[src/rtl/tx8b10b_pkg.sv]
package tx8b10b_pkg;

  localparam int BYTE_W = 8;
  localparam int SYM_W  = 10;
  localparam int SIX_W  = 6;
  localparam int FOUR_W = 4;
  localparam int X_W    = 5;
  localparam int Y_W    = 3;

  // Negative-column abcdei group for data value x.
  function automatic logic [SIX_W-1:0] six_neg(input logic [X_W-1:0] x);
    logic [SIX_W-1:0] s;
    case (x)
      5'd0:  s = 6'b100111;
      5'd1:  s = 6'b011101;
      5'd2:  s = 6'b101101;
      5'd3:  s = 6'b110001;
      5'd4:  s = 6'b110101;
      5'd5:  s = 6'b101001;
      5'd6:  s = 6'b011001;
      5'd7:  s = 6'b111000;
      5'd8:  s = 6'b111001;
      5'd9:  s = 6'b100101;
      5'd10: s = 6'b010101;
      5'd11: s = 6'b110100;
      5'd12: s = 6'b001101;
      5'd13: s = 6'b101100;
      5'd14: s = 6'b011100;
      5'd15: s = 6'b010111;
      5'd16: s = 6'b011011;
      5'd17: s = 6'b100011;
      5'd18: s = 6'b010011;
      5'd19: s = 6'b110010;
      5'd20: s = 6'b001011;
      5'd21: s = 6'b101010;
      5'd22: s = 6'b011010;
      5'd23: s = 6'b111010;
      5'd24: s = 6'b110011;
      5'd25: s = 6'b100110;
      5'd26: s = 6'b010110;
      5'd27: s = 6'b110110;
      5'd28: s = 6'b001110;
      5'd29: s = 6'b101110;
      5'd30: s = 6'b011110;
      default: s = 6'b101011;
    endcase
    return s;
  endfunction

  // fghj for data when the disparity after the 6-bit group is negative.
  function automatic logic [FOUR_W-1:0] four_neg_data(input logic [Y_W-1:0] y);
    logic [FOUR_W-1:0] f;
    case (y)
      3'd0: f = 4'b1011;
      3'd1: f = 4'b1001;
      3'd2: f = 4'b0101;
      3'd3: f = 4'b1100;
      3'd4: f = 4'b1101;
      3'd5: f = 4'b1010;
      3'd6: f = 4'b0110;
      default: f = 4'b1110;
    endcase
    return f;
  endfunction

  // fghj for control when the disparity after the 6-bit group is negative.
  function automatic logic [FOUR_W-1:0] four_neg_ctrl(input logic [Y_W-1:0] y);
    logic [FOUR_W-1:0] f;
    case (y)
      3'd0: f = 4'b1011;
      3'd1: f = 4'b0110;
      3'd2: f = 4'b1010;
      3'd3: f = 4'b1100;
      3'd4: f = 4'b1101;
      3'd5: f = 4'b0101;
      3'd6: f = 4'b1001;
      default: f = 4'b0111;
    endcase
    return f;
  endfunction

  function automatic logic ctrl_legal(input logic [BYTE_W-1:0] b);
    logic [X_W-1:0] x;
    logic           y7;
    x  = b[X_W-1:0];
    y7 = (b[BYTE_W-1:X_W] == 3'd7);
    return (x == 5'd28) ||
           (y7 && (x == 5'd23 || x == 5'd27 || x == 5'd29 || x == 5'd30));
  endfunction

  // The alternate y=7 form avoids a run of five equal bits across the group boundary.
  function automatic logic want_alt7(input logic [X_W-1:0] x, input logic rd);
    return rd ? (x == 5'd11 || x == 5'd13 || x == 5'd14)
              : (x == 5'd17 || x == 5'd18 || x == 5'd20);
  endfunction

  function automatic logic rd_after(input logic rd_in, input int ones, input int half);
    if (ones > half)      return 1'b1;
    else if (ones < half) return 1'b0;
    else                  return rd_in;
  endfunction

endpackage

[src/rtl/tx8b10b_sub6.sv]
module tx8b10b_sub6
  import tx8b10b_pkg::*;
(
  input  logic [X_W-1:0]   x_i,
  input  logic             k28_i,
  input  logic             rd_i,
  output logic [SIX_W-1:0] sym_o,
  output logic             rd_o
);
  logic [SIX_W-1:0] base;
  logic             unbal;
  logic             flip;

  always_comb begin
    base  = k28_i ? 6'b001111 : six_neg(x_i);
    unbal = ($countones(base) != SIX_W/2);
    flip  = rd_i && (unbal || (!k28_i && x_i == 5'd7));
    sym_o = flip ? ~base : base;
    rd_o  = rd_after(rd_i, $countones(sym_o), SIX_W/2);
  end
endmodule

[src/rtl/tx8b10b_sub4.sv]
module tx8b10b_sub4
  import tx8b10b_pkg::*;
(
  input  logic [Y_W-1:0]    y_i,
  input  logic              ctrl_i,
  input  logic              alt_i,
  input  logic              rd_i,
  output logic [FOUR_W-1:0] sym_o,
  output logic              rd_o
);
  logic [FOUR_W-1:0] base;
  logic              flip;

  always_comb begin
    if (ctrl_i)     base = four_neg_ctrl(y_i);
    else if (alt_i) base = 4'b0111;
    else            base = four_neg_data(y_i);
    flip  = rd_i && (ctrl_i || ($countones(base) != FOUR_W/2) || (y_i == 3'd3));
    sym_o = flip ? ~base : base;
    rd_o  = rd_after(rd_i, $countones(sym_o), FOUR_W/2);
  end
endmodule

[src/rtl/tx8b10b_ctrl_check.sv]
module tx8b10b_ctrl_check
  import tx8b10b_pkg::*;
(
  input  logic [BYTE_W-1:0] byte_i,
  input  logic              ctrl_i,
  output logic              k_ok_o,
  output logic              k_bad_o,
  output logic              k28_o
);
  logic legal;

  always_comb begin
    legal   = ctrl_legal(byte_i);
    k_ok_o  = ctrl_i && legal;
    k_bad_o = ctrl_i && !legal;
    k28_o   = k_ok_o && (byte_i[X_W-1:0] == 5'd28);
  end
endmodule

[src/rtl/tx_8b10b_encoder.sv]
module tx_8b10b_encoder
  import tx8b10b_pkg::*;
(
  input  logic              clk,
  input  logic              rst_n,
  input  logic              in_valid,
  input  logic [BYTE_W-1:0] in_byte,
  input  logic              in_ctrl,
  input  logic              force_rd,
  input  logic              force_rd_val,
  output logic [SYM_W-1:0]  code_out,
  output logic              rd_out,
  output logic              ctrl_err
);
  logic [X_W-1:0]    x_val;
  logic [Y_W-1:0]    y_val;
  logic              rd_q;
  logic              rd_start;     // disparity the current character starts from
  logic              k_ok;
  logic              k_bad;
  logic              k28;
  logic [SIX_W-1:0]  sym6;
  logic              rd_mid;       // disparity between the two groups
  logic              alt7;
  logic [FOUR_W-1:0] sym4;
  logic              rd_next;
  logic [SYM_W-1:0]  enc_code;
  logic [SYM_W-1:0]  code_q;
  logic              err_q;

  assign x_val    = in_byte[X_W-1:0];
  assign y_val    = in_byte[BYTE_W-1:X_W];
  assign rd_start = force_rd ? force_rd_val : rd_q;

  tx8b10b_ctrl_check u_ctrl (
    .byte_i  (in_byte),
    .ctrl_i  (in_ctrl),
    .k_ok_o  (k_ok),
    .k_bad_o (k_bad),
    .k28_o   (k28)
  );

  tx8b10b_sub6 u_sub6 (
    .x_i   (x_val),
    .k28_i (k28),
    .rd_i  (rd_start),
    .sym_o (sym6),
    .rd_o  (rd_mid)
  );

  assign alt7 = !k_ok && (y_val == 3'd7) && want_alt7(x_val, rd_mid);

  tx8b10b_sub4 u_sub4 (
    .y_i    (y_val),
    .ctrl_i (k_ok),
    .alt_i  (alt7),
    .rd_i   (rd_mid),
    .sym_o  (sym4),
    .rd_o   (rd_next)
  );

  assign enc_code = {sym6, sym4};

  always_ff @(posedge clk or negedge rst_n) begin
    if (!rst_n) begin
      rd_q   <= 1'b0;
      code_q <= '0;
      err_q  <= 1'b0;
    end else if (in_valid) begin
      rd_q   <= rd_next;
      code_q <= enc_code;
      err_q  <= k_bad;
    end
  end

  assign code_out = code_q;
  assign rd_out   = rd_q;
  assign ctrl_err = err_q;
endmodule

[config.mk]
export PLATFORM = sky130hd
export DESIGN_NAME = tx_8b10b_encoder
export DESIGN_NICKNAME = d
export VERILOG_FILES = /design/src/rtl/tx8b10b_pkg.sv /design/src/rtl/tx8b10b_sub6.sv /design/src/rtl/tx8b10b_sub4.sv /design/src/rtl/tx8b10b_ctrl_check.sv /design/src/rtl/tx_8b10b_encoder.sv
export SDC_FILE = /design/constraint.sdc
export NUM_CORES = 1
export LEC_CHECK = 0
export ABC_AREA = 1
export BUFFER_PORTS_ARGS = -buffer_cell sky130_fd_sc_hd__buf_2
export CORE_AREA = 2 2 64 66
export DETAILED_ROUTE_END_ITERATION = 6
export DIE_AREA = 0 0 66 68
export PLACE_DENSITY = 0.72
export SYNTH_ARGS = -nofsm -noshare
export SYNTH_HDL_FRONTEND = slang
export SYNTH_SLANG_ARGS = --single-unit
[constraint.sdc]
create_clock -name clk -period 7.71 [get_ports clk]
set_input_delay 0 -clock clk [delete_from_list [all_inputs] [get_ports clk]]
set_output_delay 0 -clock clk [all_outputs]
set_load 0.02 [all_outputs]
**Word-level counts from Yosys, hierarchy flattened**

Memories as Yosys holds them, arrays and structs flattened.
Index checks and enable logic that the tools add are counted.

- Output and inout bits: 12
- Memories kept: 1
- Register bits: 12
- Input bits: 14
- ROM bits: 192
- Logic and storage cells: 84

Memories:

| name | depth | bits a word | rd ports | clocked after memory_dff | wr ports | RTL line | text |
|---|---|---|---|---|---|---|---|
| (name not given) | 32 | 6 | 1 | 0 | 0 | tx8b10b_pkg.sv:13 | `case (x)` |

- Reductions and logical operators: 24
- Magnitude comparators: 4
- $add $sub $neg: 16
- Eq/ne operators: 21
- Bitwise gates (word level): 2
- Muxes and demuxes: 13

Operators with widths:

| operator | count |
|---|---|
| 32-bit adder | 6 |
| 32-bit by 3-bit greater-than comparator with 1-bit output (second input constant) | 2 |
| 32-bit by 3-bit less-than comparator with 1-bit output (second input constant) | 2 |
| 32-bit by 3-bit != test with 1-bit output (second input constant) | 2 |
| 4-bit one-hot mux with 7 select lines | 2 |
| 5-bit equality test (second input constant) | 8 |
| 1-bit by 1-bit adder with 2-bit output | 10 |
| 5-bit by 4-bit equality test with 1-bit output (second input constant) | 3 |
| 3-bit equality test (second input constant) | 4 |
| 4-bit two-way mux | 3 |
| 6-bit two-way mux | 2 |
| 1-bit logical OR | 11 |
| 1-bit logical AND | 9 |
| 3-bit by 2-bit equality test with 1-bit output (second input constant) | 2 |
| 1-bit two-way mux | 6 |
| 6-bit NOT | 1 |
| 5-bit by 3-bit equality test with 1-bit output (second input constant) | 1 |
| 4-bit NOT | 1 |
| 3-bit by 1-bit equality test with 1-bit output (second input constant) | 1 |
| 1-bit logical NOT | 3 |
| 3-bit logical NOT | 1 |

**Longest topological paths before layout**

- Word-level depth: 38
- Depth in mapped cells: 41
- Depth with buffers taken out: 40

**Hierarchy**

A second synthesis with hierarchy kept.

- Cells, all modules: 260
- Area total of the unflattened synthesis: 1895.6 µm²

Modules (own cells, without submodules):

| module | area each (µm²) | times used | cells each |
|---|---|---|---|
| tx8b10b_sub6 | 829.5 | 1 | 121 |
| tx_8b10b_encoder | 579.3 | 1 | 52 |
| tx8b10b_sub4 | 377.9 | 1 | 62 |
| tx8b10b_ctrl_check | 108.9 | 1 | 25 |

**Worst setup path before layout**

No wires, ideal clock.

- Path kind: input port to flip-flop
- From: input in_byte[0]
- To: register rd_q, in the netlist rd_out
- Setup time: 128 ps
- Arrival: 5705 ps
- Setup slack: 1876 ps
- Stages: 38
- Cells stage by stage: inv_1 ha_1 inv_1 o21ai_0 nor2_1 a21oi_2 nand2_1 ha_1 fa_1 ha_1 nor2_1 nand4_1 nand2_2 inv_1 xor2_1 nor2_1 fa_1 ha_1 (+2 left out) nand2_1 nand2_1 nand2_1 nand3_1 nand3_1 nand2_1 inv_2 ha_1 ha_1 a211oi_1 nand2_2 nand2_4 inv_2 nand2_1 nand4_1 fa_1 o21bai_1 a31oi_1

- Cells in the longest elaborated chain, start to end: 38
- Elaborated cells between the ends (all ways): 68
- Those cells by class: add/sub: 16; order compare: 4; eq/ne: 14; mux: 10; bitwise: 2; reduce/logical: 21; memory: 1

RTL lines:

| what | RTL line | text |
|---|---|---|
| from (decl) | tx_8b10b_encoder.sv:7 | `input logic [BYTE_W-1:0] in_byte,` |
| 5-bit equality test | tx8b10b_pkg.sv:88 | `(y7 && (x == 5'd23 \|\| x == 5'd27 \|\| x == 5'd29 \|\| x == 5'd30));` |
| 1-bit logical OR (3 in a row) | tx8b10b_pkg.sv:88 |  |
| 1-bit logical AND | tx8b10b_pkg.sv:88 |  |
| 1-bit logical OR | tx8b10b_pkg.sv:87 | `return (x == 5'd28) \|\|` |
| 1-bit logical AND | tx8b10b_ctrl_check.sv:14 | `k_ok_o = ctrl_i && legal;` |
| 1-bit logical AND | tx8b10b_ctrl_check.sv:16 | `k28_o = k_ok_o && (byte_i[X_W-1:0] == 5'd28);` |
| 6-bit two-way mux | tx8b10b_sub6.sv:15 | `base = k28_i ? 6'b001111 : six_neg(x_i);` |
| 1-bit by 1-bit adder with 2-bit output (not written as such) | tx8b10b_sub6.sv:16 | `unbal = ($countones(base) != SIX_W/2);` |
| (+19 left out) | n/a |  |
| 1-bit logical OR (2 in a row) | tx8b10b_sub4.sv:18 | `flip = rd_i && (ctrl_i \|\| ($countones(base) != FOUR_W/2) \|\| (y_i == 3'd3));` |
| 1-bit logical AND | tx8b10b_sub4.sv:18 |  |
| 4-bit two-way mux | tx8b10b_sub4.sv:19 | `sym_o = flip ? ~base : base;` |
| 1-bit by 1-bit adder with 2-bit output (not written as such) | tx8b10b_sub4.sv:20 | `rd_o = rd_after(rd_i, $countones(sym_o), FOUR_W/2);` |
| 32-bit adder (not written as such) | tx8b10b_sub4.sv:20 |  |
| 32-bit by 3-bit less-than comparator with 1-bit output | tx8b10b_pkg.sv:99 | `else if (ones < half) return 1'b0;` |
| 1-bit two-way mux | tx8b10b_pkg.sv:99 |  |
| 1-bit two-way mux (*) | tx8b10b_pkg.sv:98 | `if (ones > half) return 1'b1;` |
| to (signal assigned) | tx_8b10b_encoder.sv:70 | `rd_q <= rd_next;` |
| to (decl) | tx_8b10b_encoder.sv:17 | `logic rd_q;` |

Every way passes the cells marked *; elsewhere a longest branch is shown, timed or not.
A chain may end at the register's enable or synchronous reset.

**Worst setup path in the final report**

Ends and elaborated chain as after synthesis.

==> impl_metrics.csv <==
group,metric,value,unit
global_routing,overflow,0,
final_layout,final_common_cell,"nand2_1",
timing,rsz0062_at_grt,"false",
timing,fin_tns_setup,0,ns
yosys,synth_seq_cells,12,
final_layout,antennaDiodeCount,0,
timing,hold_viol_final,0,
clock_tree,clkLatencyLatePin,0.23,ns
routing,dr.pass1.iters,5,
timing,skew,0.000860,ns
yosys,avgSynthCellArea,7.01,sq um
yosys,synth_area,1670,sq um
worst_setup_path,cpMaxStageDelayCell,"fa_1",
power,ir_drop,0.0866,mV
floorplanning,dieArea,4490,sq um
timing,worstMarginPinSlew,0.455,ns
final_layout,final_cell_area,1880,sq um
routing,vias,1567,
worst_setup_path,cp_max_fo,6,
timing,slew_violations,0,
worst_setup_path,crit_type,"in2reg",
power,clock_power_share,0.128,
power,power_density,276,nW/um^2
clock_tree,cts_tree,"built",
worst_setup_path,worstPathRequired,7.82,ns
floorplanning,io_pins,26,
clock_tree,post_cts_buffers,0,
routing,drt_iter0_drc,108,
timing,fmax,158,MHz
clock_tree,ctsRootBufferMaster,"clkbuf_8",
yosys,synth_nets,278,
worst_setup_path,max_stage_delay,0.55,ns
clock_tree,cts_num_sinks,12,
timing,slew_headroom,0.697,
global_routing,grt_antenna_before_repair,0,
power,p_sw_frac,0.488,
power,seq_power_share,0.196,
global_routing,first_global_vias,1438,
status,status,"finished clean",
job,cap_viol_max_count,0,
worst_setup_path,crit_start,"in_byte[0]",
final_layout,regArea,300,sq um
worst_setup_path,cp-start-kind,"primary input",
yosys,synth_edf_count,0,
global_routing,grt_pass1_wl,5.94,mm
final_layout,fillers,403,
worst_setup_path,arrival,6.44,ns
final_layout,syn2layout_area_growth,12.6,%
placed_design,numPortBuffers,25,
power,p_leak,1.03,nW
final_layout,multiInputGateArea,1190,sq um
floorplanning,dieWidth,66,um
power,finalPower,518,uW
clock_tree,cts_buffers,3,
yosys,yosysSeqAreaShare,0.180,
worst_setup_path,cp_common_cell,"nand2_1",
routing,wl_per_cell,10.8,um
final_layout,mostFrequentLayoutCells,"nand2_1, inv_1, buf_2",
timing,hold_ws,0.0554,ns
clock_tree,cts_buffer_depth,2,
power,power_frac_comb,0.676,
floorplanning,dieHeight,68,um
final_layout,final_nets,304,
floorplanning,fp-row-count,23,
routing,routed_wl,3.38,mm
hold_path,min_from,"in_valid",
yosys,syn-instance-count,238,
timing,min_period,6.33,ns
routing,post-route-drc-count,0,
yosys,ys_warn_count,0,
placed_design,post_dp_cell_area,1810,sq um
timing,setup_violations,0,
yosys,synthArstFlopShare,1.00,
power,switching_power,253,uW
final_layout,final_cells,313,
worst_setup_path,rr_startpoint,"rd_out$_DFFE_PN0P_",
global_routing,grt_max_degree,18,
power,p_int,265,uW
yosys,ys.flop_type,"dfrtp_1",
clock_tree,cts-htree-levels,1,
placed_design,hpwl,2.83,mm
clock_tree,clk_pin_slew,0.05,ns
yosys,ys_types,32,
routing,vias_per_cell,5.01,
floorplanning,start_util,0.433,
hold_path,hold_path_class,"in2reg",
floorplanning,core,3860,sq um
routing,drtAntennaViolNets,0,
final_layout,drive_gt1_frac,0.213,
worst_setup_path,cp-end-kind,"register",
global_routing,grt_usage,0.166,
placed_design,dp_cells,308,
placed_design,place.gp.congestion,0.907,
timing,finalCritPeriodShare,0.821,
==> flip-flops by register name, summed over array words and instances (netlist names) <==
signal / flops
code_out: 10
rd_out: 1
ctrl_err: 1
==> cell type report <==
| type | instances | share of cell area |
|---|---|---|
| Clock buffer | 4 | 0.0293 |
| Inverter | 35 | 0.0713 |
| Multi-Input combinational cell | 186 | 0.634 |
| Sequential cell | 12 | 0.160 |
| Tap cell | 50 | 0.0333 |
| Timing Repair Buffer | 26 | 0.0720 |
==> per-layer routing <==
metal  track usage  wire, um
met1         0.217      1630
met2         0.284      1540
met3        0.0148       178
met4        0.0638        32
met5             0         0
==> cell families after synthesis <==
group,count (synthesis),share of synthesized area
xor gates and xnor gates,5,0.0263
AOI/OAI and AO/OA,30,0.116
buffers and inverters,40,0.106
and+or+nand+nor,125,0.355
DFF,12,0.180
adders and majority gates,26,0.218
==> final timing paths <==
check / cells past startpoint / slack (ns) / endpoint
max reg2reg: 28 / 2.83 / rd_out$_DFFE_PN0P_
min: 3 / 0.06 / code_out[1]$_DFFE_PN0P_
min reg2reg: 2 / 0.47 / code_out[1]$_DFFE_PN0P_
min in group asynchronous: 2 / 0.17 / code_out[6]$_DFFE_PN0P_
max: 39 / 1.38 / rd_out$_DFFE_PN0P_
max in group asynchronous: 2 / 7.34 / ctrl_err$_DFFE_PN0P_
==> metrics by stage <==
step           worst slack (ns)  utilization
5_1_grt                   0.794        0.487
3_3_place_gp               1.26        0.470
2_1_floorplan              1.88            -
4_1_cts                    1.37        0.487
6_report                   1.38        0.487
3_5_place_dp               1.14        0.470
==> power by group through the flow <==
stage	clock network, mW	logic, mW	registers [mW]
CTS	0.0680	0.352	0.102
detailed placement	0	0.349	0.102
global placement	0	0.342	0.102
floorplan	0	0.240	0.135
finish	0.0662	0.350	0.101
global route	0.0724	0.400	0.105
==> Yosys cell counts, drive strengths merged (4+ instances only) <==
master,count,area share
nand4,5,0.019
buf,4,0.023
nand3,27,0.090
nor2,17,0.038
a21oi,6,0.023
o21ai,13,0.041
inv,35,0.080
nand2,73,0.20
dfrtp,12,0.18
fa,5,0.060
o211ai,4,0.018
ha,21,0.16
xor2,4,0.021
==> worst max-delay path: cells and delay by family <==
kind | cells | cell delay [ns]
adder cells (fa/ha/maj) | 9 | 3.17
AND/OR/NAND/NOR | 17 | 1.77
AO/OA/AOI/OAI | 5 | 0.77
buffers and inverters | 7 | 0.54
XOR/XNOR | 1 | 0.21
==> what timing repair did <==
action                                 4_1_cts  5_1_grt
resized for setup                            0        0
endpoints found under the hold margin       12        0
hold buffers                                 1        0
Power figures use the tool's default switching activity.
